[config.mk]
export PLATFORM = sky130hd
export DESIGN_NAME = intc_regfile
export DESIGN_NICKNAME = d
export VERILOG_FILES = /design/src/rtl/intc_pkg.sv /design/src/rtl/intc_addr_dec.sv /design/src/rtl/intc_bank.sv /design/src/rtl/intc_line_cfg.sv /design/src/rtl/intc_regfile.sv
export SDC_FILE = /design/constraint.sdc
export NUM_CORES = 2
export LEC_CHECK = 0
export ABC_CLOCK_PERIOD_IN_PS = 2400
export BUFFER_PORTS_ARGS = -buffer_cell sky130_fd_sc_hd__buf_4
export CELL_PAD_IN_SITES_DETAIL_PLACEMENT = 1
export CELL_PAD_IN_SITES_GLOBAL_PLACEMENT = 2
export CORE_MARGIN = 2
export CORE_UTILIZATION = 31
export DETAILED_ROUTE_END_ITERATION = 7
export GPL_TIMING_DRIVEN = 1
export PLACE_DENSITY = 0.76
export SETUP_SLACK_MARGIN = 0.05
export SYNTH_ARGS = -nofsm -noshare
export SYNTH_HDL_FRONTEND = slang
export SYNTH_SLANG_ARGS = --single-unit
export TNS_END_PERCENT = 1
[constraint.sdc]
create_clock -name clk -period 2.4 [get_ports clk]
set_input_delay 0.12 -clock clk [delete_from_list [all_inputs] [get_ports clk]]
set_output_delay 0.12 -clock clk [all_outputs]
set_load 0.005 [all_outputs]
[src/rtl/intc_pkg.sv]
package intc_pkg;

    localparam int LPB          = 32;     // lines per bank
    localparam int BANK_IDX_W   = 2;      // bank window holds up to 4 banks
    localparam int LINE_IDX_W   = 7;      // line window holds up to 128 lines
    localparam logic [31:0] REV_VALUE = 32'h0000_0021;

    localparam int A_REV      = 'h000;
    localparam int A_SYSCFG   = 'h010;
    localparam int A_STATUS   = 'h014;
    localparam int A_IRQ_CODE = 'h040;
    localparam int A_FIQ_CODE = 'h044;
    localparam int A_CTRL     = 'h048;
    localparam int A_IDLE     = 'h050;
    localparam int A_BANK     = 'h080;
    localparam int A_LINE     = 'h100;

    localparam logic [2:0] BR_INPUTS   = 3'd0;
    localparam logic [2:0] BR_MASK     = 3'd1;
    localparam logic [2:0] BR_MASK_CLR = 3'd2;
    localparam logic [2:0] BR_MASK_SET = 3'd3;
    localparam logic [2:0] BR_SW_SET   = 3'd4;
    localparam logic [2:0] BR_SW_CLR   = 3'd5;
    localparam logic [2:0] BR_PEND_N   = 3'd6;
    localparam logic [2:0] BR_PEND_F   = 3'd7;

    typedef enum logic [3:0] {
        SEL_NONE, SEL_REV, SEL_SYSCFG, SEL_STATUS, SEL_IRQ_CODE,
        SEL_FIQ_CODE, SEL_CTRL, SEL_IDLE, SEL_BANK, SEL_LINE
    } sel_e;

    typedef struct packed {
        logic [LPB-1:0] inp;
        logic [LPB-1:0] pend;
        logic [LPB-1:0] swi;
        logic [LPB-1:0] mask;
    } bank_state_t;

    localparam bank_state_t BANK_RST = '{inp: '0, pend: '0, swi: '0, mask: '1};

    typedef struct packed {
        logic       autoidle;
        logic [1:0] idle;
        logic       gmask;
        logic       irq_rearm;
        logic       fiq_rearm;
    } glob_t;

    localparam glob_t GLOB_RST = '0;

endpackage

[src/rtl/intc_addr_dec.sv]
module intc_addr_dec
    import intc_pkg::*;
#(
    parameter int ADDR_W    = 12,
    parameter int NUM_BANKS = 2,
    parameter int NUM_LINES = NUM_BANKS * 32
) (
    input  logic [ADDR_W-1:0]     addr,
    output sel_e                  sel,
    output logic [BANK_IDX_W-1:0] bank,
    output logic [2:0]            breg,
    output logic [LINE_IDX_W-1:0] line
);

    localparam int BANK_END = A_BANK + NUM_BANKS * 'h20;
    localparam int LINE_END = A_LINE + NUM_LINES * 4;

    always_comb begin
        int a;
        a    = int'(addr);
        sel  = SEL_NONE;
        bank = addr[5 +: BANK_IDX_W];
        breg = addr[4:2];
        line = LINE_IDX_W'((a - A_LINE) >>> 2);
        if (addr[1:0] == 2'b00) begin
            if (a >= A_BANK && a < BANK_END) begin
                sel = SEL_BANK;
            end else if (a >= A_LINE && a < LINE_END) begin
                sel = SEL_LINE;
            end else begin
                case (a)
                    A_REV:      sel = SEL_REV;
                    A_SYSCFG:   sel = SEL_SYSCFG;
                    A_STATUS:   sel = SEL_STATUS;
                    A_IRQ_CODE: sel = SEL_IRQ_CODE;
                    A_FIQ_CODE: sel = SEL_FIQ_CODE;
                    A_CTRL:     sel = SEL_CTRL;
                    A_IDLE:     sel = SEL_IDLE;
                    default:    sel = SEL_NONE;
                endcase
            end
        end
    end

endmodule

[src/rtl/intc_bank.sv]
module intc_bank
    import intc_pkg::*;
(
    input  logic            clk,
    input  logic            rst_n,
    input  logic            soft_rst,
    input  logic [LPB-1:0]  lines,
    input  logic            wr_en,
    input  logic [2:0]      breg,
    input  logic [31:0]     wr_data,
    output bank_state_t     st
);

    bank_state_t st_d, st_q;

    always_comb begin
        logic [LPB-1:0] rise;
        logic [LPB-1:0] fall;
        st_d = st_q;
        rise = lines & ~st_q.inp;
        fall = ~lines & st_q.inp;
        // line events are applied first, register writes on top of them
        st_d.inp  = lines;
        st_d.pend = st_q.pend | rise;
        if (|fall) begin
            st_d.pend = lines | st_q.swi;
        end
        if (wr_en) begin
            case (breg)
                BR_MASK:     st_d.mask = wr_data;
                BR_MASK_CLR: st_d.mask = st_q.mask & ~wr_data;
                BR_MASK_SET: st_d.mask = st_q.mask | wr_data;
                BR_SW_SET: begin
                    st_d.swi  = st_q.swi | wr_data;
                    st_d.pend = st_d.pend | st_d.swi;
                end
                BR_SW_CLR: begin
                    st_d.swi  = st_q.swi & ~wr_data;
                    st_d.pend = st_d.swi & st_d.inp;
                end
                default: ;
            endcase
        end
        if (soft_rst) begin
            st_d = BANK_RST;
        end
    end

    always_ff @(posedge clk or negedge rst_n) begin
        if (!rst_n) begin
            st_q <= BANK_RST;
        end else begin
            st_q <= st_d;
        end
    end

    assign st = st_q;

endmodule

[src/rtl/intc_line_cfg.sv]
module intc_line_cfg
    import intc_pkg::*;
#(
    parameter int NUM_LINES = 64,
    parameter int PRIO_W    = 6
) (
    input  logic                        clk,
    input  logic                        rst_n,
    input  logic                        soft_rst,
    input  logic                        wr_en,
    input  logic [LINE_IDX_W-1:0]       line,
    input  logic [31:0]                 wr_data,
    output logic [NUM_LINES*PRIO_W-1:0] prio_vec,
    output logic [NUM_LINES-1:0]        route_vec
);

    typedef struct packed {
        logic [NUM_LINES*PRIO_W-1:0] prio;
        logic [NUM_LINES-1:0]        route;
    } cfg_t;

    cfg_t cfg_d, cfg_q;

    always_comb begin
        cfg_d = cfg_q;
        for (int i = 0; i < NUM_LINES; i++) begin
            if (wr_en && int'(line) == i) begin
                cfg_d.prio[i*PRIO_W +: PRIO_W] = wr_data[2 +: PRIO_W];
                cfg_d.route[i]                 = wr_data[0];
            end
        end
        if (soft_rst) begin
            cfg_d = '0;
        end
    end

    always_ff @(posedge clk or negedge rst_n) begin
        if (!rst_n) begin
            cfg_q <= '0;
        end else begin
            cfg_q <= cfg_d;
        end
    end

    assign prio_vec  = cfg_q.prio;
    assign route_vec = cfg_q.route;

endmodule

[src/rtl/intc_regfile.sv]
module intc_regfile
    import intc_pkg::*;
#(
    parameter int NUM_BANKS = 2,
    parameter int NUM_LINES = NUM_BANKS * 32,
    parameter int ADDR_W    = 12,
    parameter int PRIO_W    = 6,
    parameter int CODE_W    = 7
) (
    input  logic                        clk,
    input  logic                        rst_n,
    input  logic [NUM_LINES-1:0]        irq_lines,
    input  logic                        wr_en,
    input  logic [ADDR_W-1:0]           acc_addr,
    input  logic [31:0]                 wr_data,
    output logic [31:0]                 rd_data,
    input  logic [CODE_W-1:0]           irq_code,
    input  logic [CODE_W-1:0]           fiq_code,
    output logic [NUM_LINES-1:0]        pend_vec,
    output logic [NUM_LINES-1:0]        mask_vec,
    output logic [NUM_LINES-1:0]        route_vec,
    output logic [NUM_LINES*PRIO_W-1:0] prio_vec,
    output logic                        glob_mask,
    output logic                        irq_rearm,
    output logic                        fiq_rearm
);

    sel_e                  sel;
    logic [BANK_IDX_W-1:0] dec_bank;
    logic [2:0]            dec_breg;
    logic [LINE_IDX_W-1:0] dec_line;
    logic                  soft_rst;
    bank_state_t           bst [NUM_BANKS];
    glob_t                 g_d, g_q;

    intc_addr_dec #(
        .ADDR_W    (ADDR_W),
        .NUM_BANKS (NUM_BANKS),
        .NUM_LINES (NUM_LINES)
    ) u_dec (
        .addr (acc_addr),
        .sel  (sel),
        .bank (dec_bank),
        .breg (dec_breg),
        .line (dec_line)
    );

    assign soft_rst = wr_en && (sel == SEL_SYSCFG) && wr_data[1];

    for (genvar b = 0; b < NUM_BANKS; b++) begin : g_bank
        logic bank_wr;
        assign bank_wr = wr_en && (sel == SEL_BANK) && (int'(dec_bank) == b);

        intc_bank u_bank (
            .clk      (clk),
            .rst_n    (rst_n),
            .soft_rst (soft_rst),
            .lines    (irq_lines[b*LPB +: LPB]),
            .wr_en    (bank_wr),
            .breg     (dec_breg),
            .wr_data  (wr_data),
            .st       (bst[b])
        );

        assign pend_vec[b*LPB +: LPB] = bst[b].pend;
        assign mask_vec[b*LPB +: LPB] = bst[b].mask;
    end

    intc_line_cfg #(
        .NUM_LINES (NUM_LINES),
        .PRIO_W    (PRIO_W)
    ) u_cfg (
        .clk       (clk),
        .rst_n     (rst_n),
        .soft_rst  (soft_rst),
        .wr_en     (wr_en && (sel == SEL_LINE)),
        .line      (dec_line),
        .wr_data   (wr_data),
        .prio_vec  (prio_vec),
        .route_vec (route_vec)
    );

    // global state: next value
    always_comb begin
        g_d           = g_q;
        g_d.irq_rearm = 1'b0;
        g_d.fiq_rearm = 1'b0;
        if (wr_en) begin
            case (sel)
                SEL_SYSCFG: g_d.autoidle = wr_data[0];
                SEL_IDLE:   g_d.idle     = wr_data[1:0];
                SEL_CTRL: begin
                    g_d.gmask     = wr_data[2];
                    g_d.irq_rearm = wr_data[0];
                    g_d.fiq_rearm = wr_data[1];
                end
                default: ;
            endcase
        end
        if (soft_rst) begin
            g_d = GLOB_RST;
        end
    end

    always_ff @(posedge clk or negedge rst_n) begin
        if (!rst_n) begin
            g_q <= GLOB_RST;
        end else begin
            g_q <= g_d;
        end
    end

    assign glob_mask = g_q.gmask;
    assign irq_rearm = g_q.irq_rearm;
    assign fiq_rearm = g_q.fiq_rearm;

    // read mux
    always_comb begin
        rd_data = '0;
        case (sel)
            SEL_REV:      rd_data = REV_VALUE;
            SEL_SYSCFG:   rd_data[0] = g_q.autoidle;
            SEL_STATUS:   rd_data[0] = 1'b1;
            SEL_IRQ_CODE: rd_data = 32'(irq_code);
            SEL_FIQ_CODE: rd_data = 32'(fiq_code);
            SEL_CTRL:     rd_data[2] = g_q.gmask;
            SEL_IDLE:     rd_data[1:0] = g_q.idle;
            SEL_BANK: begin
                for (int b = 0; b < NUM_BANKS; b++) begin
                    if (int'(dec_bank) == b) begin
                        case (dec_breg)
                            BR_INPUTS: rd_data = bst[b].inp;
                            BR_MASK:   rd_data = bst[b].mask;
                            BR_SW_SET: rd_data = bst[b].swi;
                            BR_PEND_N: rd_data = bst[b].pend & ~bst[b].mask
                                                 & ~route_vec[b*LPB +: LPB];
                            BR_PEND_F: rd_data = bst[b].pend & ~bst[b].mask
                                                 & route_vec[b*LPB +: LPB];
                            default:   rd_data = '0;
                        endcase
                    end
                end
            end
            SEL_LINE: begin
                for (int i = 0; i < NUM_LINES; i++) begin
                    if (int'(dec_line) == i) begin
                        rd_data[2 +: PRIO_W] = prio_vec[i*PRIO_W +: PRIO_W];
                        rd_data[0]           = route_vec[i];
                    end
                end
            end
            default: rd_data = '0;
        endcase
    end

endmodule

### Yosys cells after proc, flatten, opt, wreduce, memory -nomap -nowiden

Cells that the tools add are included.

* output and inout port bits: 611
* register bits after elaboration: 710
* bits of input ports: 125
* word-level logic and storage cells: 711

* reduce and logical (&&, ||, !) cells: 159
* mux-type cells: 285
* $add $sub $neg: 1
* bitwise operators: 35
* equal/unequal tests: 86
* order comparisons: 4

Operators by type and width (number)
* $mux 6: 130
* $and 32x32->32: 16
* $mux 448: 1
* $or 32x32->32: 10
* $pmux 32 s5: 2
* $not 32->32: 9
* $mux 128: 2
* $pmux 64 s2: 2
* $eq 7x7->1 const B: 32
* $mux 96: 2
* $pmux 32 s3: 2
* $reduce_bool 2->1: 70
* $mux 1: 129
* $mux 32: 4
* $eq 7x6->1 const B: 16
* $logic_and 1x1->1: 72
* $reduce_or 32->1: 2
* $eq 7x5->1 const B: 8
* $eq 12x7->1 const B: 4
* $eq 7x4->1 const B: 4
* $pmux 5 s5: 1
* $eq 12x5->1 const B: 2
* $mux 24: 1
* $pmux 3 s7: 1
* 29 further kinds: 48

### Longest topological paths before layout

* word-level depth: 67
* depth in mapped cells: 13
* depth with buffers taken out: 7

### Hierarchy

Synthesis repeated with hierarchy kept, for this count alone.

* cell total of the unflattened synthesis: 4561
* area total of the unflattened synthesis: 42587.1 sq um

Modules (own cells, without submodules)
* intc_line_cfg: area an instance 19702.6 sq um, cells an instance 1562, seq. area each 11210.8 sq um, instances 1
* intc_bank: area an instance 6615.1 sq um, cells an instance 736, seq. area each 3243.1 sq um, instances 2
* intc_regfile: area an instance 9451.6 sq um, cells an instance 1497, seq. area each 150.1 sq um, instances 1
* intc_addr_dec: area an instance 202.7 sq um, cells an instance 30, seq. area each 0.0 sq um, instances 1

### Worst setup path after synthesis

Ideal clock, no wire load.

* kind: input to register
* start: input port acc_addr[10]
* end: register u_cfg.cfg_q (netlist bit u_cfg.route_vec[12])
* stages: 10
* setup slack: 0.052 ns
* library setup time: 0.124 ns
* buffers on the path: 5
* data arrival time: 2.224 ns
* required time: 2.276 ns
* cell sequence: or3_1 > or4_1 > buf_2 > a2111oi_4 > and3_1 > buf_2 > buf_6 > buf_4 > buf_2 > a21oi_1

* word-level cells in the longest chain between the ends: 9
* elaborated cells between the ends (all ways): 25
* classes of those cells: order compare: 4; eq/ne: 8; mux: 5; reduce/logical: 8

Ends and longest elaborated chain
* start, declared: RTL line intc_regfile.sv:14 `input logic [ADDR_W-1:0] acc_addr,`
* $ge 12x9->1 (tied with other cells): RTL line intc_addr_dec.sv:28 `end else if (a >= A_LINE && a < LINE_END) begin`
* $logic_and 1x1->1 or $pmux 3 s7 (tied branches): RTL line intc_addr_dec.sv:28, intc_addr_dec.sv:31
* $mux 4: RTL line intc_addr_dec.sv:28
* $mux 4 *: RTL line intc_addr_dec.sv:26 `if (a >= A_BANK && a < BANK_END) begin`
* $mux 4 *: RTL line intc_addr_dec.sv:25 `if (addr[1:0] == 2'b00) begin`
* $eq 4x2->1 or $eq 4x4->1 (tied branches): RTL line intc_regfile.sv:48, intc_regfile.sv:76
* $logic_and 1x1->1, on equally long branches: RTL line intc_regfile.sv:48, intc_regfile.sv:76
* $logic_and 1x1->1, on equally long branches: RTL line intc_regfile.sv:48, intc_line_cfg.sv:27
* $mux 448 or $reduce_bool 2->1 (tied branches)
* end signal, assigned: RTL line intc_line_cfg.sv:41 `cfg_q <= cfg_d;`
* end, declared: RTL line intc_line_cfg.sv:22 `cfg_t cfg_d, cfg_q;`

Every way passes the cells marked *; elsewhere a longest branch is shown, timed or not.
A chain may end at the register's enable or synchronous reset.

### Worst setup path after layout

* start: register u_cfg.cfg_q (netlist bit u_cfg.prio_vec[77])
* end: output port rd_data[7]

* word-level cells in the longest chain between the ends: 53

Ends and longest elaborated chain
* $mux 6 (52 in series): RTL line intc_regfile.sv:146 `if (int'(dec_line) == i) begin`
* $pmux 5 s5: RTL line intc_regfile.sv:120 `case (sel)`
* end, declared: RTL line intc_regfile.sv:16 `output logic [31:0] rd_data,`

No other way between the ends.

==> impl_metrics.json <==
{
  "status": "finished, violations left",
  "violations": "setup timing",
  "core_area_sq_um": 135000,
  "setup_ws_ns": -0.891,
  "fin_nets": 6468,
  "cp-end-kind": "primary output",
  "syn_inst": 5063,
  "cts_tree": "built",
  "grt_pass1_wl_microns": 402000,
  "setup_viol": 19,
  "synth.distinct_cells": 82,
  "yosysSeqAreaShare_pct": 42.3,
  "ys.flop_type": "dfrtp_1",
  "cp.required_ns": 2.28,
  "worstSetupPathType": "flop to primary output",
  "total_power_mw": 30.8,
  "vias": 50400,
  "finalInstanceArea_sq_um": 60300,
  "place.gp.congestion": 1.04,
  "critPathLaunchType": "flop",
  "synth_commonest_cells": "707 x o21ai_0, 666 x a21oi_1, 646 x dfrtp_1",
  "grt_use_total_pct": 40.1,
  "hp-class": "primary input to flop",
  "synthArstFlopShare_pct": 100,
  "numPortBuffers": 735,
  "crit_buf_inv": 2,
  "yosys_warnings": 0,
  "worst_pin_slew_ns": 1.08,
  "ir_drop_mv": 0.468,
  "dpl_cell_area_sq_um": 55600,
  "syn_area_sq_um": 42200,
  "dieHeight_microns": 373,
  "synth.most_common_cell": "o21ai_0",
  "root_buffer": "clkbuf_16",
  "synth.top_cell.area_share_pct": 38.3,
  "initial_utilization_pct": 31.2,
  "grt_remaining_overflow": 0,
  "crit_chain": "or2_4 > a222oi_1 > buf_4 > o22ai_2 > o211ai_1 > nand3_2 > a311oi_2 > o22ai_2 > buf_4",
  "period_share_pct": 137,
  "clock.fmax_mhz": 304,
  "cp_num_cells": 9,
  "ys_top_cells_by_area": "dfrtp_1 38%, o21ai_0 8.4%, a21oi_1 7.9%",
  "dieWidth_microns": 373,
  "hold_depth": 6,
  "die-area_sq_um": 139000,
  "numClockSinks": 710,
  "synth_area_leader_cell": "dfrtp_1",
  "ant_nets": 0,
  "power_leakage_nw": 27.1,
  "fin_skew_ns": 0.0397,
  "io_pins": 736,
  "rows": 135,
  "syn_to_final_growth_pct": 42.9,
  "drc": 0,
  "drv_slew": 0,
  "synth_edf_count": 0,
  "drive_above_1_share_pct": 33.5,
  "rsz0062_at_grt": "yes",
  "cp_max_fo": 2,
  "worstPathArrival_ns": 3.17,
  "maxSlewHeadroom_pct": 28.1,
  "avgSynthCellArea_sq_um": 8.33,
  "hold_viol_final": 0,
  "grt_max_degree": 126,
  "antenna_found_initial": 16,
  "r2r_cells": 9,
  "synthesis.nets": 5188,
  "cp_top_family": "compound AO/OA/AOI/OAI gates",
  "grt_pass1_vias": 50600,
  "htree_levels": 3,
  "wl_microns": 288000,
  "cts_made_buffers": 88,
  "min_period_ns": 3.29,
  "wire_per_inst_microns": 35.1,
  "yosys_register_bits": 710,
  "power_density_nw_per_um2": 511,
  "maxCapViolCount": 0,
  "cp_slowest_stage_delay_ns": 0.41,
  "dp_hpwl_microns": 221000,
  "dr.pass1.iters": 6,
  "cp_slowest_cell": "dfrtp_1",
  "path_clk_slew_ns": 0.07,
  "insertion_delay_ns": 0.73,
  "viasPerCell": 6.14,
  "clock_path_buffers": 3,
  "drt_iter0_markers": 6260,
  "dp_slack_ns": -1.22
}
power by group:
| part | switching, mW | leakage (nW) | internal, mW |
|---|---|---|---|
| Clock | 5.96 | 1.47 | 8.36 |
| Combinational | 2.59 | 16.2 | 1.51 |
| Sequential | 0.220 | 9.36 | 12.1 |
| Total | 8.77 | 27.1 | 22.0 |
final cells by class:
type | instances | area (sq um)
fillers | 15700 | 75000
multi-input cells | 3663 | 21700
flip-flops and latches | 710 | 17900
repair buffers | 1808 | 15200
clock buffers | 133 | 2560
well taps | 1781 | 2230
clock inverters | 28 | 422
inverters | 72 | 270
diodes | 6 | 15.0
what timing repair did:
action | 4_1_cts | 5_1_grt
pin swaps | 23 | 23
setup endpoints to repair | 51 | 88
cloned | 0 | 0
gates resized for setup | 121 | 53
endpoints found under the hold margin | 843 | 0
hold buffers | 100 | 0
setup buffers | 1 | 1
flip-flops by register name (all words and copies together) (netlist names):
signal / count
u_cfg.route_vec: 64
fiq_rearm: 1
glob_mask: 1
g_q: 3
irq_rearm: 1
u_cfg.prio_vec: 384
g_bank.u_bank.st: 256
worst paths after layout:
path                                          from                        to  slack [ns]
min                                    acc_addr[5]    g_bank[0].u_bank.st[0]        0.19
max reg2reg                g_bank[1].u_bank.st[99]   g_bank[1].u_bank.st[83]        0.02
min reg2reg                g_bank[1].u_bank.st[14]   g_bank[1].u_bank.st[14]        0.51
max                             u_cfg.prio_vec[77]                rd_data[7]       -0.89
min in group asynchronous                    rst_n  g_bank[1].u_bank.st[103]        0.55
max in group asynchronous                    rst_n       u_cfg.route_vec[54]        0.38
cells by family (layout without fill, tap and decap cells):
family / Yosys count / in the layout / share of synthesized area [%]
and+or+nand+nor: 1416 / 1416 / 15.8
buffers and inverters: 690 / 2041 / 7.92
DFF: 710 / 710 / 42.3
xor gates and xnor gates: 65 / 65 / 1.35
other: 0 / 6 / 0
muxes: 228 / 228 / 5.81
AOI/OAI and AO/OA: 1954 / 1954 / 26.9
metal layers:
| layer | share of wire (%) | wire, microns | track usage (%) | up-vias |
|---|---|---|---|---|
| met1 | 39 | 113000 | 51.2 | 25900 |
| li1 | - | - | - | 20600 |
| met3 | 9.5 | 27500 | 9.25 | 802 |
| met2 | 44 | 127000 | 61.9 | 3044 |
| met5 | 0.039 | 112 | 0 | - |
| met4 | 7.0 | 20200 | 23.5 | 18 |
through the flow:
step	cells	util (%)	hold WS, ns	TNS [ns]
after CTS	8196	44.4	0.142	-6.73
final	8201	44.6	0.193	-6.46
after global placement	7934	41.1	0.168	-218.85
after global routing	8196	44.5	0.199	-8.52
after detailed placement	7934	41.1	0.167	-244.84
after floorplan	5063	-	-0.176	0
placed cells by master, fill, tap and decap left out, types with 14 or more instances in the layout:
master / n
buf_4: 1575
o21ai_0: 684
a21oi_1: 661
dfrtp_1: 627
nand2_1: 585
nor2_1: 379
mux2i_1: 137
a22oi_1: 122
dlygate4sd3_1: 100
buf_12: 99
clkbuf_16: 89
mux2_2: 83
inv_1: 71
and2_1: 70
nand4b_1: 65
o22ai_1: 65
dfstp_2: 64
nand3_1: 59
o21ai_1: 48
o31ai_1: 46
xnor2_1: 45
or3_1: 43
o32ai_1: 41
o21bai_1: 39
nand2b_1: 31
nor3_1: 30
buf_6: 28
clkbuf_1: 27
o211ai_1: 23
a211oi_1: 23
nor2b_1: 19
dfrtp_2: 19
clkbuf_8: 17
a21o_1: 15
o221ai_1: 14
worst min-delay path, delay by kind of cell:
family,cells,cell delay (ns)
buf+inv,3,0.52
simple gates,3,0.26
(Power assumes the default switching activity.)
